**src/rtl/rsq_pkg.sv**
```systemverilog
package rsq_pkg;
  // positions of the ring counter
  localparam int RING_LEN = 4;
  localparam int P_IDLE   = 0;
  localparam int P_RD     = 1;
  localparam int P_SM     = 2;
  localparam int P_FN     = 3;
  // number of operation-carrying stages
  localparam int N_STG    = RING_LEN - 1;
endpackage

```
**src/rtl/rsq_ring.sv**
```systemverilog
module rsq_ring
  import rsq_pkg::*;
#(
  parameter bit PIPELINED = 1'b0
) (
  input  logic clk,
  input  logic rst,
  input  logic en,
  input  logic start,
  output logic ph_rd,
  output logic ph_sm,
  output logic ph_fn,
  output logic accept
);
  logic [RING_LEN-1:0] ring_q, ring_d;
  logic can_take;

  generate
    if (PIPELINED) begin : g_multi
      assign can_take = 1'b1;
    end else begin : g_single
      assign can_take = ring_q[P_IDLE];
    end
  endgenerate

  assign accept = en & start & can_take;

  always_comb begin
    ring_d = ring_q;
    if (en) begin
      ring_d[P_RD]   = accept;
      ring_d[P_SM]   = ring_q[P_RD];
      ring_d[P_FN]   = ring_q[P_SM];
      ring_d[P_IDLE] = ~(accept | ring_q[P_RD] | ring_q[P_SM]);
    end
  end

  always_ff @(posedge clk) begin
    if (rst) ring_q <= RING_LEN'(1) << P_IDLE;
    else     ring_q <= ring_d;
  end

  assign ph_rd = ring_q[P_RD];
  assign ph_sm = ring_q[P_SM];
  assign ph_fn = ring_q[P_FN];
endmodule

```
**src/rtl/rsq_stage_regs.sv**
```systemverilog
module rsq_stage_regs
  import rsq_pkg::*;
#(
  parameter int AW = 5,
  parameter int DW = 32
) (
  input  logic          clk,
  input  logic          rst,
  input  logic          en,
  input  logic          accept,
  input  logic [AW-1:0] rs1_i,
  input  logic [AW-1:0] rs2_i,
  input  logic [AW-1:0] dst_i,
  input  logic          mem_i,
  input  logic [DW-1:0] imm_i,
  output logic [AW-1:0] rd_s1,
  output logic [AW-1:0] rd_s2,
  output logic          sm_mem,
  output logic [DW-1:0] sm_imm,
  output logic          fn_mem,
  output logic [AW-1:0] fn_dst
);
  typedef struct packed {
    logic          is_mem;
    logic [AW-1:0] dst;
    logic [DW-1:0] imm;
  } tag_t;

  tag_t          stg_q [N_STG];
  logic [AW-1:0] s1_q, s2_q;

  // source indices live only in the read stage
  always_ff @(posedge clk) begin
    if (rst) begin
      s1_q <= '0;
      s2_q <= '0;
    end else if (accept) begin
      s1_q <= rs1_i;
      s2_q <= rs2_i;
    end
  end

  // tag shift chain, moves on every enabled cycle
  always_ff @(posedge clk) begin
    if (rst) begin
      for (int k = 0; k < N_STG; k++) stg_q[k] <= '0;
    end else if (en) begin
      if (accept) stg_q[0] <= '{is_mem: mem_i, dst: dst_i, imm: imm_i};
      for (int k = 1; k < N_STG; k++) stg_q[k] <= stg_q[k-1];
    end
  end

  assign rd_s1  = s1_q;
  assign rd_s2  = s2_q;
  assign sm_mem = stg_q[1].is_mem;
  assign sm_imm = stg_q[1].imm;
  assign fn_mem = stg_q[N_STG-1].is_mem;
  assign fn_dst = stg_q[N_STG-1].dst;
endmodule

```
**src/rtl/rsq_sum.sv**
```systemverilog
module rsq_sum #(
  parameter int DW = 32
) (
  input  logic          clk,
  input  logic          rst,
  input  logic          en,
  input  logic          take,
  input  logic          is_mem,
  input  logic [DW-1:0] imm,
  input  logic [DW-1:0] da,
  input  logic [DW-1:0] db,
  output logic [DW-1:0] res_q
);
  logic [DW-1:0] addend;
  logic [DW-1:0] sum;

  assign addend = is_mem ? imm : db;
  assign sum    = da + addend;

  always_ff @(posedge clk) begin
    if (rst)             res_q <= '0;
    else if (en && take) res_q <= sum;
  end
endmodule

```
**src/rtl/rsq_addr_unit.sv**
```systemverilog
module rsq_addr_unit
  import rsq_pkg::*;
#(
  parameter int AW        = 5,
  parameter int DW        = 32,
  parameter bit PIPELINED = 1'b0
) (
  input  logic          clk,
  input  logic          rst,
  input  logic          en,
  input  logic          start,
  input  logic          op_mem,
  input  logic [AW-1:0] rs1_idx,
  input  logic [AW-1:0] rs2_idx,
  input  logic [AW-1:0] dst_idx,
  input  logic [DW-1:0] imm,
  input  logic [DW-1:0] trk_da,
  input  logic [DW-1:0] trk_db,
  output logic          go_read,
  output logic          go_sum,
  output logic          go_write,
  output logic          cmd_pending,
  output logic [AW-1:0] trk_ra,
  output logic [AW-1:0] trk_rb,
  output logic [DW-1:0] res_o,
  output logic [AW-1:0] wr_idx
);
  logic          ph_rd, ph_sm, ph_fn, accept;
  logic [AW-1:0] rd_s1, rd_s2, fn_dst;
  logic          sm_mem, fn_mem;
  logic [DW-1:0] sm_imm, res_q;

  rsq_ring #(.PIPELINED(PIPELINED)) ring_i (
    .clk(clk), .rst(rst), .en(en), .start(start),
    .ph_rd(ph_rd), .ph_sm(ph_sm), .ph_fn(ph_fn), .accept(accept)
  );

  rsq_stage_regs #(.AW(AW), .DW(DW)) stg_i (
    .clk(clk), .rst(rst), .en(en), .accept(accept),
    .rs1_i(rs1_idx), .rs2_i(rs2_idx), .dst_i(dst_idx),
    .mem_i(op_mem), .imm_i(imm),
    .rd_s1(rd_s1), .rd_s2(rd_s2),
    .sm_mem(sm_mem), .sm_imm(sm_imm),
    .fn_mem(fn_mem), .fn_dst(fn_dst)
  );

  rsq_sum #(.DW(DW)) sum_i (
    .clk(clk), .rst(rst), .en(en), .take(ph_sm),
    .is_mem(sm_mem), .imm(sm_imm), .da(trk_da), .db(trk_db),
    .res_q(res_q)
  );

  // trunk and result buses are zero when inactive for OR-sharing
  assign go_read     = ph_rd;
  assign go_sum      = ph_sm;
  assign go_write    = ph_fn & ~fn_mem;
  assign cmd_pending = ph_fn &  fn_mem;
  assign trk_ra      = ph_rd ? rd_s1 : '0;
  assign trk_rb      = ph_rd ? rd_s2 : '0;
  assign res_o       = ph_fn ? res_q : '0;
  assign wr_idx      = ph_fn ? fn_dst : '0;
endmodule

```
**config.mk**
```make
export PLATFORM = sky130hd
export DESIGN_NAME = rsq_addr_unit
export DESIGN_NICKNAME = d
export VERILOG_FILES = /design/src/rtl/rsq_pkg.sv /design/src/rtl/rsq_ring.sv /design/src/rtl/rsq_stage_regs.sv /design/src/rtl/rsq_sum.sv /design/src/rtl/rsq_addr_unit.sv
export SDC_FILE = /design/constraint.sdc
export NUM_CORES = 1
export LEC_CHECK = 0
export ABC_AREA = 1
export BUFFER_PORTS_ARGS = -buffer_cell sky130_fd_sc_hd__buf_4
export CORE_ASPECT_RATIO = 0.8
export CORE_MARGIN = 3
export CORE_UTILIZATION = 48
export CTS_CLUSTER_SIZE = 12
export DETAILED_ROUTE_END_ITERATION = 7
export GPL_TIMING_DRIVEN = 0
export PLACE_DENSITY = 0.8
export SETUP_SLACK_MARGIN = 0.3
export SYNTH_ARGS = -nofsm -noshare
export SYNTH_HDL_FRONTEND = slang
export SYNTH_SLANG_ARGS = --single-unit
export TNS_END_PERCENT = 30
```
**constraint.sdc**
```tcl
create_clock -name clk -period 2.73 [get_ports clk]
set_input_delay 0.1365 -clock clk [delete_from_list [all_inputs] [get_ports clk]]
set_output_delay 0.1365 -clock clk [all_outputs]
set_load 0.01 [all_outputs]
```
== After elaboration in Yosys (flattened, before gate mapping) ==
Memories as Yosys holds them, arrays and structs flattened.
Index checks and enable logic that the tools add are counted.

* Bits in registers: 46
* Bits in writable memories: 114
* Input port bits: 116
* Output and inout port bits: 51
* Logic and storage cells: 35
* Memories kept: 1

{| class="wikitable"
|+ Memories
! memory !! depth !! width !! rd ports !! clocked after Yosys merged registers in !! wr ports !! line !! RTL
|-
| stg_i.stg_q || 3 || 38 || 3 || 0 || 3 || rsq_stage_regs.sv:29 || <nowiki>tag_t stg_q [N_STG];</nowiki>
|}

* Add/subtract/negate cells: 1
* Multiplexer cells: 17
* Bitwise gates (word level): 11
* Reduce and logical (&&, ||, !) cells: 1

{| class="wikitable"
|+ Operator list
! cell !! count
|-
| $mux W38 || 3
|-
| $mux W32 || 2
|-
| $add A32 B32 Y32 || 1
|-
| $mux W5 || 3
|-
| $mux W1 || 9
|-
| $or A1 B1 Y1 || 5
|-
| $and A1 B1 Y1 || 4
|-
| $not A1 Y1 || 2
|-
| $logic_and A1 B1 Y1 || 1
|}

== Logic depth before layout (Yosys ltp) ==
* Word-level depth: 7
* Mapped depth: 18
* Gate-level depth less buffers: 16

== Cells and area by module ==
A second synthesis with hierarchy kept.

* Cells, all modules: 1179
* Area total of the unflattened synthesis: 8394.3 µm²

{| class="wikitable"
|+ Modules (own cells, without submodules)
! module !! instances !! cells an instance !! area each (µm²) !! seq. area each (µm²)
|-
| rsq_sum || 1 || 698 || 3962.6 || 640.6
|-
| rsq_stage_regs || 1 || 359 || 3873.7 || 2662.6
|-
| rsq_addr_unit || 1 || 103 || 401.6 || 0.0
|-
| rsq_ring || 1 || 19 || 156.4 || 80.1
|}

== Worst setup path after synthesis ==
No wires, ideal clock.

* Path type: register to register
* From: memory stg_i.stg_q[0][75] (netlist bit)
* To: register sum_i.res_q[16]
* Setup time: 0.113 ns
* Data arrival time: 2.224 ns
* Required time: 2.617 ns
* Path slack: 0.393 ns
* Stages on the path, launching flop included: 15
* Path buffers: 2
* Period minus slack after synthesis: 2.337 ns
* Cell sequence: edfxtp_1 > buf_2 > clkbuf_1 > nand2_1 > nand2_1 > ha_1 > fa_1 > nand3_1 > nand3_1 > a21oi_1 > nor2_1 > nor2_1 > nor2_1 > o21ai_1 > inv_1

{| class="wikitable"
|+ RTL lines
! item !! line !! RTL
|-
| start: declaration || rsq_stage_regs.sv:29 ||
|-
| end signal: assignment || rsq_sum.sv:22 || <nowiki>else if (en && take) res_q <= sum;</nowiki>
|-
| end: declaration || rsq_sum.sv:12 || <nowiki>output logic [DW-1:0] res_q</nowiki>
|}

==> results.md <==
- Status: finished clean
- Clock buffer depth: 2
- R2r startpoint: stg_i.stg_q[0][75]
- Clk sinks: between 100 and 150
- Cells on worst reg2reg path: 18
- Area share of the largest cell type after synthesis: 31.1%
- Hold path endpoint: stg_i.stg_q[0][16]
- FF-to-FF setup slack: 260 ps
- Drt total wl: ~24 mm
- Final Util: 71.7%
- FMAX: 0.405 GHz
- Crit Path Max Fanout: 5
- Register area share after synthesis: 42.8%
- CP endpoint kind: flip-flop
- 1st-iter DRT viols: 581
- First-pass GRT wire length: 34.6 mm
- Via-to-Cell Ratio: about 4.8
- Post-synth EDFFs: 82
- H-Tree Depth: 4
- Maximum vdd drop: roughly 0.52 mV
- Die height: between 100 and 150 um
- Hold Path Stages: 3
- Area Growth Syn to Fin: 44.7%
- Num CTS Buffers: 17
- P per Cell Area: roughly 530 nW/um^2
- Fin crit share: 90.4%
- CP max-delay cell: edfxtp_1
- Routed len/inst: 14.4 um
- Unrepaired setup endpoints after global routing: true
- Final Setup Violations: 0
- CP Class: flip-flop to flip-flop
- Layout cell share with drive strength beyond 1: 30.6%
- Worst EP required: 3050 ps
- GPL Wtd Cong: 0.946
- Most frequent CP cell: nand2_1
- Critical Path AT: ~2800 ps
- Top_reg_cell synth: edfxtp_1
- CTS Root Cell: clkbuf_16
- Max-cap violation count: 0
- Tmin final: 2470 ps
- Site Rows: 41
- Largest net degree at the start of global routing: 42
- Synth Instances: 1173
- Hpwl dp: 16.7 mm
- CORE AREA: approximately 16000 um^2
- Cell variety after synth: 31
- Pleak: approximately 6.3 nW
- Least-Margin Pin Slew: 954 ps
- Port buffer count: around 170
- Crit-path cells: buf_6, clkinvlp_4, buf_12, clkbuf_8, nand2_2, nand2_2, ha_4, nand2_4, inv_1, nand2_1, nand2_2, nand3b_1, nand2_1, nand2_1, nand2_1, nand3_2, nand2_1, inv_1
- Syn_nets: ~1300
- Overall power: roughly 6 mW
- Slew Limit Fails: 0
- Die X: 150 um
- Ys Warns: 0
- CP max stage delay: 340 ps
- DRC viols: 0
- Synth async-reset ratio: 0%
- Initial DRT Pass Iterations: 5
- Setup TNS: 0 ps
- Nets: 1555
- Synth Cell Area: ~7900 um^2
- Top post-synthesis cells by count: 413 x nand2_1, 273 x inv_1, 138 x nor2_1
- Via Count: 7857
- IO Count: between 150 and 200
- Hold Vio Cnt, Final: 0
- Hold crit path type: input port to flip-flop
- Die Footprint: 18100 um^2
- Largest area contributor in the netlist: edfxtp_1
- Post-route design area: around 11000 um^2
- Final ANT Viol Nets: 0
- Initial antenna violation count: 0
- Pre-CTS setup slack: -75.2 ps
- Rel. slew slack: 36.1%
- Clk_skew: 6.20 ps
- Reg-to-Reg End: sum_i.res_q[19]
- Worst setup margin: 262 ps
- Clock transition at path regs: 60 ps
- Synth Area per Inst: 6.74 um^2
- Antenna cells: 0
- Grt ovf: 0
- Worst hold start: imm[16]
- CTS tree: yes
- Area after DPL: 9450 um^2
- Initial Util: 49.6%
- Yosys reg bits: ~130
- Vias in the first global route: between 7000 and 8000
- Synth top area cells: edfxtp_1 31%, nand2_1 20%, inv_1 13%, dfxtp_1 12%, nor2_1 6.6%
- CP Launch Type: flip-flop
- Count leader, synth: nand2_1
- Gr usage total: 24.6%
- Clk_lat worst skew: 420 ps
[through the flow]
| stage | hold slack, ps | std cells |
|---|---|---|
| after CTS | 0.324 | 1608 |
| after global routing | 1.62 | 1635 |
| after floorplan | 281 | 1173 |
| after detailed placement | 406 | 1555 |
| after global placement | 397 | 1554 |
| final | 10.9 | 1635 |
[logic make-up (layout without fill, tap and decap cells)]
kind of cell             Yosys count  in the layout  synth area share, %
AND/OR/NAND/NOR                  623            623                 31.3
AO/OA/AOI/OAI                     68             68                 4.57
adder cells (fa/ha/maj)           32             32                 5.16
buffers and inverters            308            555                 14.7
XOR/XNOR                          14             14                 1.55
flip-flops                       128            128                 42.8
[worst max-delay path: cells and delay by family, from the launching register on]
kind                     cells  cell delay [ps]
buffers and inverters        6              660
adder cells (fa/ha/maj)      1              270
AND/OR/NAND/NOR             11             1090
flip-flops                   1              340
[registers in the layout, indices dropped and copies added (netlist names)]
| register | flops |
|---|---|
| stg_i.stg_q | 82 |
| sum_i.res_q | 32 |
| stg_i.rd_s1 | 5 |
| ring_i.ring_q | 4 |
| stg_i.rd_s2 | 5 |
[worst max-delay path by stage]
stage,from,to,slack [ps],cells past startpoint
final,stg_i.stg_q[0][75],sum_i.res_q[19],260,18
after CTS,stg_i.stg_q[0][75],sum_i.res_q[29],280,19
after floorplan,stg_i.stg_q[0][75],sum_i.res_q[16],390,14
after global routing,stg_i.stg_q[0][75],sum_i.res_q[31],110,19
after detailed placement,stg_i.stg_q[0][75],sum_i.res_q[16],-80,14
after global placement,stg_i.stg_q[0][75],sum_i.res_q[22],-70,18
[where the power goes]
part           switching [mW]  total, mW  internal (mW)
Sequential             0.0364       2.21           2.18
Clock                   0.825       2.29           1.46
Combinational           0.886       1.52          0.638
[layout make-up]
cell class / count / area (um^2)
Inverter: 275 / 1040
Clock buffer: 23 / 497
Clock inverter: 9 / 103
Tap cell: 215 / 269
Buffer: 33 / 175
Sequential cell: 128 / 3380
Timing Repair Buffer: 215 / 1680
Fill cell: 1259 / 4510
Multi-Input combinational cell: 737 / 4300
[per-layer routing]
layer / share of wire [%] / track usage (%)
met2: 47 / 39.0
met1: 45 / 34.3
met3: 7.3 / 5.43
met4: 1.0 / 6.52
met5: 0 / 0
[timing repair]
item                       4_1_cts  5_1_grt
buffers inserted                 6       27
cloned                           2        0
setup endpoints to repair       27       25
hold endpoints to repair        13        0
resized for setup               83      174
pin swaps                        6       75
hold buffers                    13        0
[cell usage in the layout, fill, tap and decap left out, types with 25 or more instances in the layout]
master and n:
edfxtp_1 82, inv_1 264, nor2_1 115, nand3_1 35, dfxtp_1 46, o21ai_0 29, ha_4 25, nand2_1 327
buf_4 198, nand2_2 74
Power figures use the tool's default switching activity.
